### src/rtl/pcs_pkg.sv
package pcs_pkg;

    // Transfer state of the register port sequencer.
    typedef enum logic [1:0] {
        XF_IDLE = 2'd0,
        XF_RD   = 2'd1,
        XF_WR   = 2'd2
    } xfer_mode_e;

endpackage

### src/rtl/pcs_event_sel.sv
module pcs_event_sel #(
    parameter int NUM_EVT = 16,
    parameter int SEL_W   = 8
) (
    input  logic [SEL_W-1:0]   sel_i,
    input  logic [NUM_EVT-1:0] evt_i,
    output logic               hit_o
);

    // Code 0 and codes above NUM_EVT match no line.
    always_comb begin
        hit_o = 1'b0;
        for (int j = 0; j < NUM_EVT; j++) begin
            if (sel_i == SEL_W'(j + 1)) begin
                hit_o = evt_i[j];
            end
        end
    end

endmodule

### src/rtl/pcs_counter.sv
module pcs_counter #(
    parameter int CTR_W = 64
) (
    input  logic             clk,
    input  logic             rst_n,
    input  logic             load_i,
    input  logic [CTR_W-1:0] load_val_i,
    input  logic             inc_i,
    output logic [CTR_W-1:0] val_o
);

    logic [CTR_W-1:0] val_d, val_q;

    // A load beats an increment at the same edge; the sum wraps.
    always_comb begin
        val_d = val_q;
        if (load_i) begin
            val_d = load_val_i;
        end else if (inc_i) begin
            val_d = val_q + CTR_W'(1);
        end
    end

    always_ff @(posedge clk) begin
        if (!rst_n) begin
            val_q <= '0;
        end else begin
            val_q <= val_d;
        end
    end

    assign val_o = val_q;

endmodule

### src/rtl/pcs_xfer_seq.sv
module pcs_xfer_seq
    import pcs_pkg::*;
#(
    parameter int NUM_CTR = 8,
    parameter int BUS_W   = 64,
    localparam int IDX_W  = (NUM_CTR > 1) ? $clog2(NUM_CTR) : 1
) (
    input  logic             clk,
    input  logic             rst_n,
    input  logic             perm_rd_i,
    input  logic             perm_wr_i,
    input  logic             req_valid_i,
    input  logic             req_write_i,
    input  logic             req_multi_i,
    input  logic [BUS_W-1:0] rd_data_i,
    output logic             req_ready_o,
    output logic             ctl_we_o,
    output logic             ctr_we_o,
    output logic [IDX_W-1:0] beat_idx_o,
    output logic             rd_ctl_o,
    output logic             rsp_valid_o,
    output logic [BUS_W-1:0] rsp_data_o,
    output logic             rsp_err_o,
    output logic             rsp_last_o
);

    localparam logic [IDX_W-1:0] LAST_IDX = IDX_W'(NUM_CTR - 1);

    typedef struct packed {
        xfer_mode_e       mode;
        logic [IDX_W-1:0] idx;
        logic             deny;
        logic             rsp_valid;
        logic [BUS_W-1:0] rsp_data;
        logic             rsp_err;
        logic             rsp_last;
    } seq_state_t;

    seq_state_t st_d, st_q;
    logic       accept;

    always_comb begin
        st_d           = st_q;
        st_d.rsp_valid = 1'b0;
        st_d.rsp_data  = '0;
        st_d.rsp_err   = 1'b0;
        st_d.rsp_last  = 1'b0;
        ctl_we_o       = 1'b0;
        ctr_we_o       = 1'b0;
        rd_ctl_o       = 1'b0;
        beat_idx_o     = st_q.idx;
        req_ready_o    = (st_q.mode != XF_RD);
        accept         = req_valid_i && req_ready_o;

        unique case (st_q.mode)
            XF_IDLE: begin
                if (accept) begin
                    st_d.rsp_valid = 1'b1;
                    beat_idx_o     = '0;
                    if (!req_multi_i) begin
                        st_d.rsp_last = 1'b1;
                        if (req_write_i) begin
                            ctl_we_o     = perm_wr_i;
                            st_d.rsp_err = !perm_wr_i;
                        end else begin
                            rd_ctl_o      = 1'b1;
                            st_d.rsp_err  = !perm_rd_i;
                            st_d.rsp_data = perm_rd_i ? rd_data_i : '0;
                        end
                    end else begin
                        st_d.idx = (NUM_CTR > 1) ? IDX_W'(1) : '0;
                        if (req_write_i) begin
                            st_d.deny    = !perm_wr_i;
                            ctr_we_o     = perm_wr_i;
                            st_d.rsp_err = !perm_wr_i;
                            st_d.mode    = (NUM_CTR > 1) ? XF_WR : XF_IDLE;
                        end else begin
                            st_d.deny     = !perm_rd_i;
                            st_d.rsp_err  = !perm_rd_i;
                            st_d.rsp_data = perm_rd_i ? rd_data_i : '0;
                            st_d.mode     = (NUM_CTR > 1) ? XF_RD : XF_IDLE;
                        end
                        st_d.rsp_last = (NUM_CTR == 1);
                    end
                end
            end
            XF_RD: begin
                st_d.rsp_valid = 1'b1;
                st_d.rsp_err   = st_q.deny;
                st_d.rsp_data  = st_q.deny ? '0 : rd_data_i;
                if (st_q.idx == LAST_IDX) begin
                    st_d.rsp_last = 1'b1;
                    st_d.mode     = XF_IDLE;
                    st_d.idx      = '0;
                end else begin
                    st_d.idx = st_q.idx + IDX_W'(1);
                end
            end
            XF_WR: begin
                if (req_valid_i) begin
                    st_d.rsp_valid = 1'b1;
                    st_d.rsp_err   = st_q.deny;
                    ctr_we_o       = !st_q.deny;
                    if (st_q.idx == LAST_IDX) begin
                        st_d.rsp_last = 1'b1;
                        st_d.mode     = XF_IDLE;
                        st_d.idx      = '0;
                    end else begin
                        st_d.idx = st_q.idx + IDX_W'(1);
                    end
                end
            end
            default: begin
                st_d.mode = XF_IDLE;
            end
        endcase
    end

    always_ff @(posedge clk) begin
        if (!rst_n) begin
            st_q <= '{mode: XF_IDLE, idx: '0, deny: 1'b0, rsp_valid: 1'b0,
                      rsp_data: '0, rsp_err: 1'b0, rsp_last: 1'b0};
        end else begin
            st_q <= st_d;
        end
    end

    assign rsp_valid_o = st_q.rsp_valid;
    assign rsp_data_o  = st_q.rsp_data;
    assign rsp_err_o   = st_q.rsp_err;
    assign rsp_last_o  = st_q.rsp_last;

endmodule

### src/rtl/pcs_set.sv
module pcs_set #(
    parameter int NUM_CTR = 8,
    parameter int CTR_W   = 64,
    parameter int SEL_W   = 8,
    parameter int NUM_EVT = 16,
    localparam int CTL_W  = NUM_CTR * SEL_W,
    localparam int BUS_W  = (CTL_W > CTR_W) ? CTL_W : CTR_W
) (
    input  logic               clk,
    input  logic               rst_n,
    input  logic [NUM_EVT-1:0] evt_i,
    input  logic               perm_rd_i,
    input  logic               perm_wr_i,
    input  logic               req_valid_i,
    output logic               req_ready_o,
    input  logic               req_write_i,
    input  logic               req_multi_i,
    input  logic [BUS_W-1:0]   req_wdata_i,
    output logic               rsp_valid_o,
    output logic [BUS_W-1:0]   rsp_data_o,
    output logic               rsp_err_o,
    output logic               rsp_last_o
);

    localparam int IDX_W = (NUM_CTR > 1) ? $clog2(NUM_CTR) : 1;

    logic [CTL_W-1:0] ctl_d, ctl_q;
    logic             ctl_we;
    logic             ctr_we;
    logic [IDX_W-1:0] beat_idx;
    logic             rd_ctl;
    logic [BUS_W-1:0] rd_data;
    logic [CTR_W-1:0] ctr_val [NUM_CTR];
    logic [NUM_CTR-1:0] ctr_hit;

    // Selector word register.
    always_comb begin
        ctl_d = ctl_q;
        if (ctl_we) begin
            ctl_d = req_wdata_i[CTL_W-1:0];
        end
    end

    always_ff @(posedge clk) begin
        if (!rst_n) begin
            ctl_q <= '0;
        end else begin
            ctl_q <= ctl_d;
        end
    end

    // One selector and one counter per slot.
    for (genvar i = 0; i < NUM_CTR; i++) begin : g_slot
        pcs_event_sel #(
            .NUM_EVT (NUM_EVT),
            .SEL_W   (SEL_W)
        ) u_sel (
            .sel_i (ctl_q[i*SEL_W +: SEL_W]),
            .evt_i (evt_i),
            .hit_o (ctr_hit[i])
        );

        pcs_counter #(
            .CTR_W (CTR_W)
        ) u_ctr (
            .clk        (clk),
            .rst_n      (rst_n),
            .load_i     (ctr_we && (beat_idx == IDX_W'(i))),
            .load_val_i (req_wdata_i[CTR_W-1:0]),
            .inc_i      (ctr_hit[i]),
            .val_o      (ctr_val[i])
        );
    end

    // Read source: selector word for scalar reads, indexed counter otherwise.
    always_comb begin
        if (rd_ctl) begin
            rd_data = BUS_W'(ctl_q);
        end else begin
            rd_data = BUS_W'(ctr_val[beat_idx]);
        end
    end

    pcs_xfer_seq #(
        .NUM_CTR (NUM_CTR),
        .BUS_W   (BUS_W)
    ) u_seq (
        .clk         (clk),
        .rst_n       (rst_n),
        .perm_rd_i   (perm_rd_i),
        .perm_wr_i   (perm_wr_i),
        .req_valid_i (req_valid_i),
        .req_write_i (req_write_i),
        .req_multi_i (req_multi_i),
        .rd_data_i   (rd_data),
        .req_ready_o (req_ready_o),
        .ctl_we_o    (ctl_we),
        .ctr_we_o    (ctr_we),
        .beat_idx_o  (beat_idx),
        .rd_ctl_o    (rd_ctl),
        .rsp_valid_o (rsp_valid_o),
        .rsp_data_o  (rsp_data_o),
        .rsp_err_o   (rsp_err_o),
        .rsp_last_o  (rsp_last_o)
    );

endmodule

### config.mk
export PLATFORM = sky130hd
export DESIGN_NAME = pcs_set
export DESIGN_NICKNAME = d
export VERILOG_FILES = /design/src/rtl/pcs_pkg.sv /design/src/rtl/pcs_event_sel.sv /design/src/rtl/pcs_counter.sv /design/src/rtl/pcs_xfer_seq.sv /design/src/rtl/pcs_set.sv
export SDC_FILE = /design/constraint.sdc
export NUM_CORES = 2
export LEC_CHECK = 0
export ABC_CLOCK_PERIOD_IN_PS = 3000
export BUFFER_PORTS_ARGS = -buffer_cell sky130_fd_sc_hd__clkbuf_2
export CAP_MARGIN = 20
export CORE_ASPECT_RATIO = 0.8
export CORE_UTILIZATION = 30
export CTS_BUF_LIST = sky130_fd_sc_hd__clkbuf_16
export CTS_CLUSTER_SIZE = 12
export DETAILED_ROUTE_END_ITERATION = 10
export PLACE_DENSITY = 0.48
export SLEW_MARGIN = 20
export SYNTH_ARGS = -nofsm -noshare
export SYNTH_HDL_FRONTEND = slang
export SYNTH_SLANG_ARGS = --single-unit
### constraint.sdc
create_clock -name clk -period 3 [get_ports clk]
set_input_delay 0.6 -clock clk [delete_from_list [all_inputs] [get_ports clk]]
set_output_delay 0.6 -clock clk [all_outputs]
set_load 0.01 [all_outputs]
-- Word-level counts from Yosys, hierarchy flattened
Index checks and enable logic that the tools add are counted.
- add/subtract/negate cells: 9
- $lt $le $gt $ge: 1
- equality and inequality tests: 142
- mux-type cells: 181
- bitwise logic cells: 1
- reduce and logical (&&, ||, !) cells: 26
- operator list (kind ; number):
    64-bit two-way mux ; 22
    64-bit by 1-bit adder with 64-bit output, second input constant ; 8
    8-bit by 4-bit equality test with 1-bit output, second input constant ; 64
    8-bit by 3-bit equality test with 1-bit output, second input constant ; 32
    64-bit binary-select mux with 3-bit select ; 1
    1-bit two-way mux ; 143
    8-bit by 2-bit equality test with 1-bit output, second input constant ; 16
    64-bit case mux with 2 select lines ; 1
    73-bit two-way mux ; 1
    8-bit by 1-bit equality test with 1-bit output, second input constant ; 8
    8-bit by 5-bit equality test with 1-bit output, second input constant ; 8
    2-bit nonzero test ; 8
    3-bit equality test, second input constant ; 5
    2-bit case mux with 3 select lines ; 2
    1-bit logical AND ; 9
    3-bit two-way mux ; 3
    3-bit case mux with 3 select lines ; 1
    3-bit by 2-bit equality test with 1-bit output, second input constant ; 2
    2-bit two-way mux ; 3
    6-bit two-way mux ; 1
    3-bit AND reduction ; 2
    5-bit two-way mux ; 1
    4-bit greater-or-equal comparator, second input constant ; 1
    2-bit by 1-bit inequality test with 1-bit output, second input constant ; 2
    13 further kinds ; 16
- register bits: 649
- input port bits: 87
- output and inout port bits: 68
- logic and storage cells: 376

-- Depth between registers and ports, before layout
- depth in word-level cells: 19
- gate-level depth with buffers: 11

-- Hierarchy
Synthesis repeated with hierarchy kept, for this count alone.
- cell total of the unflattened synthesis: 4944
- area, all modules: 41496.0 µm²
- modules (own cells, without submodules) (module ; times used ; cells each ; area an instance (µm²)):
    pcs_counter ; 8 ; 463 ; 3682.3
    pcs_set ; 1 ; 803 ; 7638.6
    pcs_xfer_seq ; 1 ; 277 ; 3078.0
    pcs_event_sel ; 8 ; 20 ; 165.2

-- Worst setup path after synthesis
OpenSTA, ideal clock, no wires.
- path type: input to register
- start point: input evt_i[0]
- end point: register g_slot[3].u_ctr.val_q[53]
- arrival: 2.760 ns
- path slack: 0.166 ns
- stages on the path: 8
- path buffers: 1
- cell sequence: clkbuf_2 -> mux2i_1 -> mux4_2 -> a211o_4 -> a2111oi_4 -> nand4_1 -> or3_1 -> a31oi_1
- word-level cells in the longest chain between the ends: 17
- ends and longest elaborated chain (element ; line ; RTL):
    start, declared ; pcs_set.sv:11 ; input logic [NUM_EVT-1:0] evt_i,
    1-bit two-way mux (16 in series) ; pcs_event_sel.sv:14 ; if (sel_i == SEL_W'(j + 1)) begin
    2-bit nonzero test (no source line) ; - ;
    end signal, assigned ; pcs_counter.sv:28 ; val_q <= val_d;
    end, declared ; pcs_counter.sv:12 ; logic [CTR_W-1:0] val_d, val_q;
Every way passes these cells.
A chain may end at the register's enable or synchronous reset.

-- Worst setup path after layout
- start point: register g_slot[1].u_ctr.val_q[13]
- end point: register g_slot[1].u_ctr.val_q[56]
- word-level cells in the longest chain between the ends: 3
- ends and longest elaborated chain (element ; line ; RTL):
    start, declared ; pcs_counter.sv:12 ;
    start signal, assigned ; pcs_counter.sv:28 ;
    64-bit by 1-bit adder with 64-bit output ; pcs_counter.sv:20 ; val_d = val_q + CTR_W'(1);
    64-bit two-way mux ; pcs_counter.sv:19 ; end else if (inc_i) begin
    64-bit two-way mux ; pcs_counter.sv:17 ; if (load_i) begin
Every way passes these cells. The select of a mux whose other input is x is not followed.

==> results.yml <==
cts:
  cts-buffers-inserted: 75
  clock_tree_from_tritoncts: "yes"
  cts_max_path_buffers: 3
  root_buffer: "sky130_fd_sc_hd__clkbuf_16"
  cts.reportedPaths.clkPinSlew_ps: 60
  htree_levels: 3
  cts_num_sinks: 649
  worstSkewPairLatency_ps: 680
setup_path:
  r2r_slack_ps: 50
  timing.critical_path.slowest_stage_cell: "sky130_fd_sc_hd__dfxtp_1"
  timing.critical_path.fanout_max: 13
  crit_path_end_kind: "flop"
  r2r-start: "g_slot[1].u_ctr.val_o[13]$_SDFFE_PN0P_"
  worstSetupStartpointType: "flop"
  worst_setup_path_startpoint: "g_slot[1].u_ctr.val_o[13]$_SDFFE_PN0P_"
  crit_type: "flop to flop"
  cp_data_arrival_time_ps: 3540
  critPathRequiredTime_ps: 3590
  critical_path.cell_chain: "nand4_1 -> nor4_2 -> nand4_1 -> buf_4 -> nor4_2 -> buf_4 -> nand3_1 -> or4_1 -> a31oi_1"
  critPathMaxStageDelay_ps: 420
logic_synthesis:
  async_flop_share: 0
  average_size_of_a_mapped_cell_um2: 7.66
  syn-num-nets: 4930
  synth-warning-count: 0
  syn-instance-count: 4828
  yosys_reg_bits: 649
  dominantRegCellSynth: "sky130_fd_sc_hd__dfxtp_1"
  netlist_area_um2: 37000
  post_synth_edffs: 0
  synth-seq-area-share: 0.351
  synth_cell_types: 73
floorplanning:
  die_width_um: 395
  floorplan.core_area_um2: 122000
  initial_utilization: 0.304
  design.die.area_um2: 125000
  placement_rows: 114
  top_level_ports: 155
  die_height_um: 316
detailed_routing:
  drt_first_pass_iters: 5
  number_of_remaining_drc_errors: 0
  detailroute.via_count: 39746
  drt-wirelength-per-cell_um: 27.8
  antenna_violating_nets_post_route: 0
  routed_wirelength_mm: 187
  vias_per_cell: 5.91
  detailedRoute.firstIterationViolations: 4943
place:
  routabilityCongestion: 0.988
  place_area_um2: 42100
  io_buffers: 154
  post-place-cells: 6589
  preCtsSetupSlack_ps: -165
  half_perimeter_wire_length_after_placement_mm: 138
timing:
  period_needed_ps: 2950
  skew_ps: 28.0
  finalHoldViolations: 0
  share_of_the_cycle_needed_by_the_critical_path_after_routing: 0.983
  total_neg_setup_slack_ps: 0
  report.final.slew_viol_count: 0
  setup_viol: 0
  timing.max_slew.rel_slack: 0.137
  fin_ws_ps: 52.3
  max_freq_mhz: 339
  worst_hold_slack_ps: 301
  measured_slew_at_the_worst_slew_check_pin_ps: 1290
finish:
  fill_cells: 12860
  post_route_cells_drive_above_1_share: 0.157
  layout-area-overhead-vs-synth_pct: 20.2
  multiInputGateArea_um2: 22000
  design_area_um2: 44500
  final_util: 0.366
  sequential_cell_area_um2: 13000
  finalNetCount: 5145
  number_of_standard_cells_in_the_layout_taps_in_and_fillers_out: 6729
global_routing:
  largest_net_degree_at_the_start_of_global_routing: 125
  globalRouteOverflowTotal: 0
  grt_first_pass_wirelength_mm: 266
  groute.usage.overall: 0.291
  first_global_vias: 35303
  antenna_violations_before_repair: 25
power:
  power-per-cell-area_nw_per_um2: 451
  vdd.ir_drop.worst_uv: 353
  power.static_leakage_nw: 14.7
  post-layout-total-power_mw: 20.0
flow_run:
  drv.max_cap_violation_count: 0
hold_path:
  hold_path.startpoint: "perm_rd_i"
  worstHoldPathType: "primary input to flop"
run_status:
  outcome: "finished clean"
[power breakdown]
group          internal [mW]  leakage, nW  switching, mW
logic                  0.680         8.34           1.39
registers               8.71         5.24          0.128
clock network           4.98         1.17           4.15
total                   14.4         14.7           5.67
[final cells by class]
cell class | count | share of cell area
diodes | 8 | 0.000450
clock buffers | 75 | 0.0422
clock inverters | 56 | 0.00903
inverters | 86 | 0.00732
multi-input cells | 3642 | 0.495
flip-flops and latches | 649 | 0.292
well taps | 1624 | 0.0457
repair buffers | 589 | 0.108
[flip-flops by register name (all words and copies together) (netlist names)]
| name | count |
|---|---|
| g_slot.u_ctr.val_o | 512 |
| ctl_q | 64 |
| u_seq.rsp_data_o | 64 |
| u_seq.st_q | 6 |
| u_seq.rsp_err_o | 1 |
| u_seq.rsp_last_o | 1 |
| u_seq.rsp_valid_o | 1 |
[what timing repair did]
action / CTS / global route
buffers inserted: 0 / 1
resized for setup: 2 / 21
endpoints found under the hold margin: 0 / 0
pin swaps: 0 / 2
setup endpoints to repair: 2 / 70
hold buffers: 0 / 0
[layer usage]
layer / up-vias / global-route usage / wire, um
li1: 18150 / - / -
met4: 0 / 0.0979 / 6610
met3: 306 / 0.0632 / 18900
met2: 2072 / 0.415 / 76300
met1: 19218 / 0.426 / 85100
met5: - / 0 / 0
[Yosys cell counts, types with 4 or more instances]
cell type	count	area, um2
sky130_fd_sc_hd__a2111o_1	6	67.6
sky130_fd_sc_hd__a211oi_1	38	285
sky130_fd_sc_hd__a21o_1	4	30.0
sky130_fd_sc_hd__a21oi_1	504	2520
sky130_fd_sc_hd__a311oi_1	17	149
sky130_fd_sc_hd__a31o_2	6	52.6
sky130_fd_sc_hd__a31oi_1	44	275
sky130_fd_sc_hd__and2_1	29	181
sky130_fd_sc_hd__and3_1	114	713
sky130_fd_sc_hd__and4_1	42	368
sky130_fd_sc_hd__buf_1	14	52.6
sky130_fd_sc_hd__buf_2	18	90.1
sky130_fd_sc_hd__buf_4	65	488
sky130_fd_sc_hd__clkbuf_1	351	1320
sky130_fd_sc_hd__dfxtp_1	649	13000
sky130_fd_sc_hd__ha_1	15	188
sky130_fd_sc_hd__inv_1	85	319
sky130_fd_sc_hd__mux2_2	12	135
sky130_fd_sc_hd__mux2i_1	24	240
sky130_fd_sc_hd__mux4_2	18	405
sky130_fd_sc_hd__nand2_1	315	1180
sky130_fd_sc_hd__nand2b_1	12	75.1
sky130_fd_sc_hd__nand3_1	207	1040
sky130_fd_sc_hd__nand3b_1	8	60.1
sky130_fd_sc_hd__nand4_1	181	1130
sky130_fd_sc_hd__nand4b_1	6	52.6
sky130_fd_sc_hd__nor2_1	207	777
sky130_fd_sc_hd__nor2b_1	12	75.1
sky130_fd_sc_hd__nor3_1	354	1770
sky130_fd_sc_hd__nor3b_1	17	128
sky130_fd_sc_hd__nor4_1	69	432
sky130_fd_sc_hd__nor4_2	6	75.1
sky130_fd_sc_hd__nor4b_1	13	114
sky130_fd_sc_hd__o211ai_1	5	37.5
sky130_fd_sc_hd__o21ai_0	507	2540
sky130_fd_sc_hd__o22ai_1	274	1710
sky130_fd_sc_hd__o31ai_1	13	97.6
sky130_fd_sc_hd__or2_2	15	93.8
sky130_fd_sc_hd__or3_1	48	300
sky130_fd_sc_hd__or4_1	21	158
sky130_fd_sc_hd__xnor2_1	239	2090
sky130_fd_sc_hd__xor2_1	194	1700
[layout by cell type (no fill, tap or decap), types with 194 or more instances in the layout]
| master | n |
|---|---|
| sky130_fd_sc_hd__buf_4 | 374 |
| sky130_fd_sc_hd__o22ai_1 | 273 |
| sky130_fd_sc_hd__nor3_1 | 340 |
| sky130_fd_sc_hd__nand3_1 | 200 |
| sky130_fd_sc_hd__a21oi_1 | 502 |
| sky130_fd_sc_hd__nor2_1 | 206 |
| sky130_fd_sc_hd__o21ai_0 | 507 |
| sky130_fd_sc_hd__dfxtp_1 | 644 |
| sky130_fd_sc_hd__xnor2_1 | 239 |
| sky130_fd_sc_hd__nand2_1 | 311 |
| sky130_fd_sc_hd__xor2_1 | 194 |
[critical path: cells and delay by family (launching register included)]
kind | cells | cell delay, ps
DFF | 1 | 420
AOI/OAI and AO/OA | 1 | 170
buffers and inverters | 2 | 570
and+or+nand+nor | 6 | 1670
[cell families (layout without fill, tap and decap cells)]
family / after synthesis / after routing / share of synthesized area
AND/OR/NAND/NOR: 1686 / 1686 / 0.238
other: 0 / 8 / 0
adder cells (fa/ha/maj): 15 / 15 / 0.00507
flip-flops: 649 / 649 / 0.351
multiplexers: 54 / 54 / 0.0211
buffers and inverters: 537 / 806 / 0.0621
AO/OA/AOI/OAI: 1454 / 1454 / 0.220
XOR/XNOR: 433 / 433 / 0.103
[path summary, 6_finish.rpt]
path	end	cells after the start
worst max-delay path	g_slot[1].u_ctr.val_o[56]$_SDFFE_PN0P_	9
worst min-delay path	u_seq.rsp_err_o$_SDFF_PN0_	4
worst max register to register	g_slot[1].u_ctr.val_o[56]$_SDFFE_PN0P_	9
worst min register to register	ctl_q[35]$_SDFFE_PN0P_	2
Power figures use the tool's default switching activity.
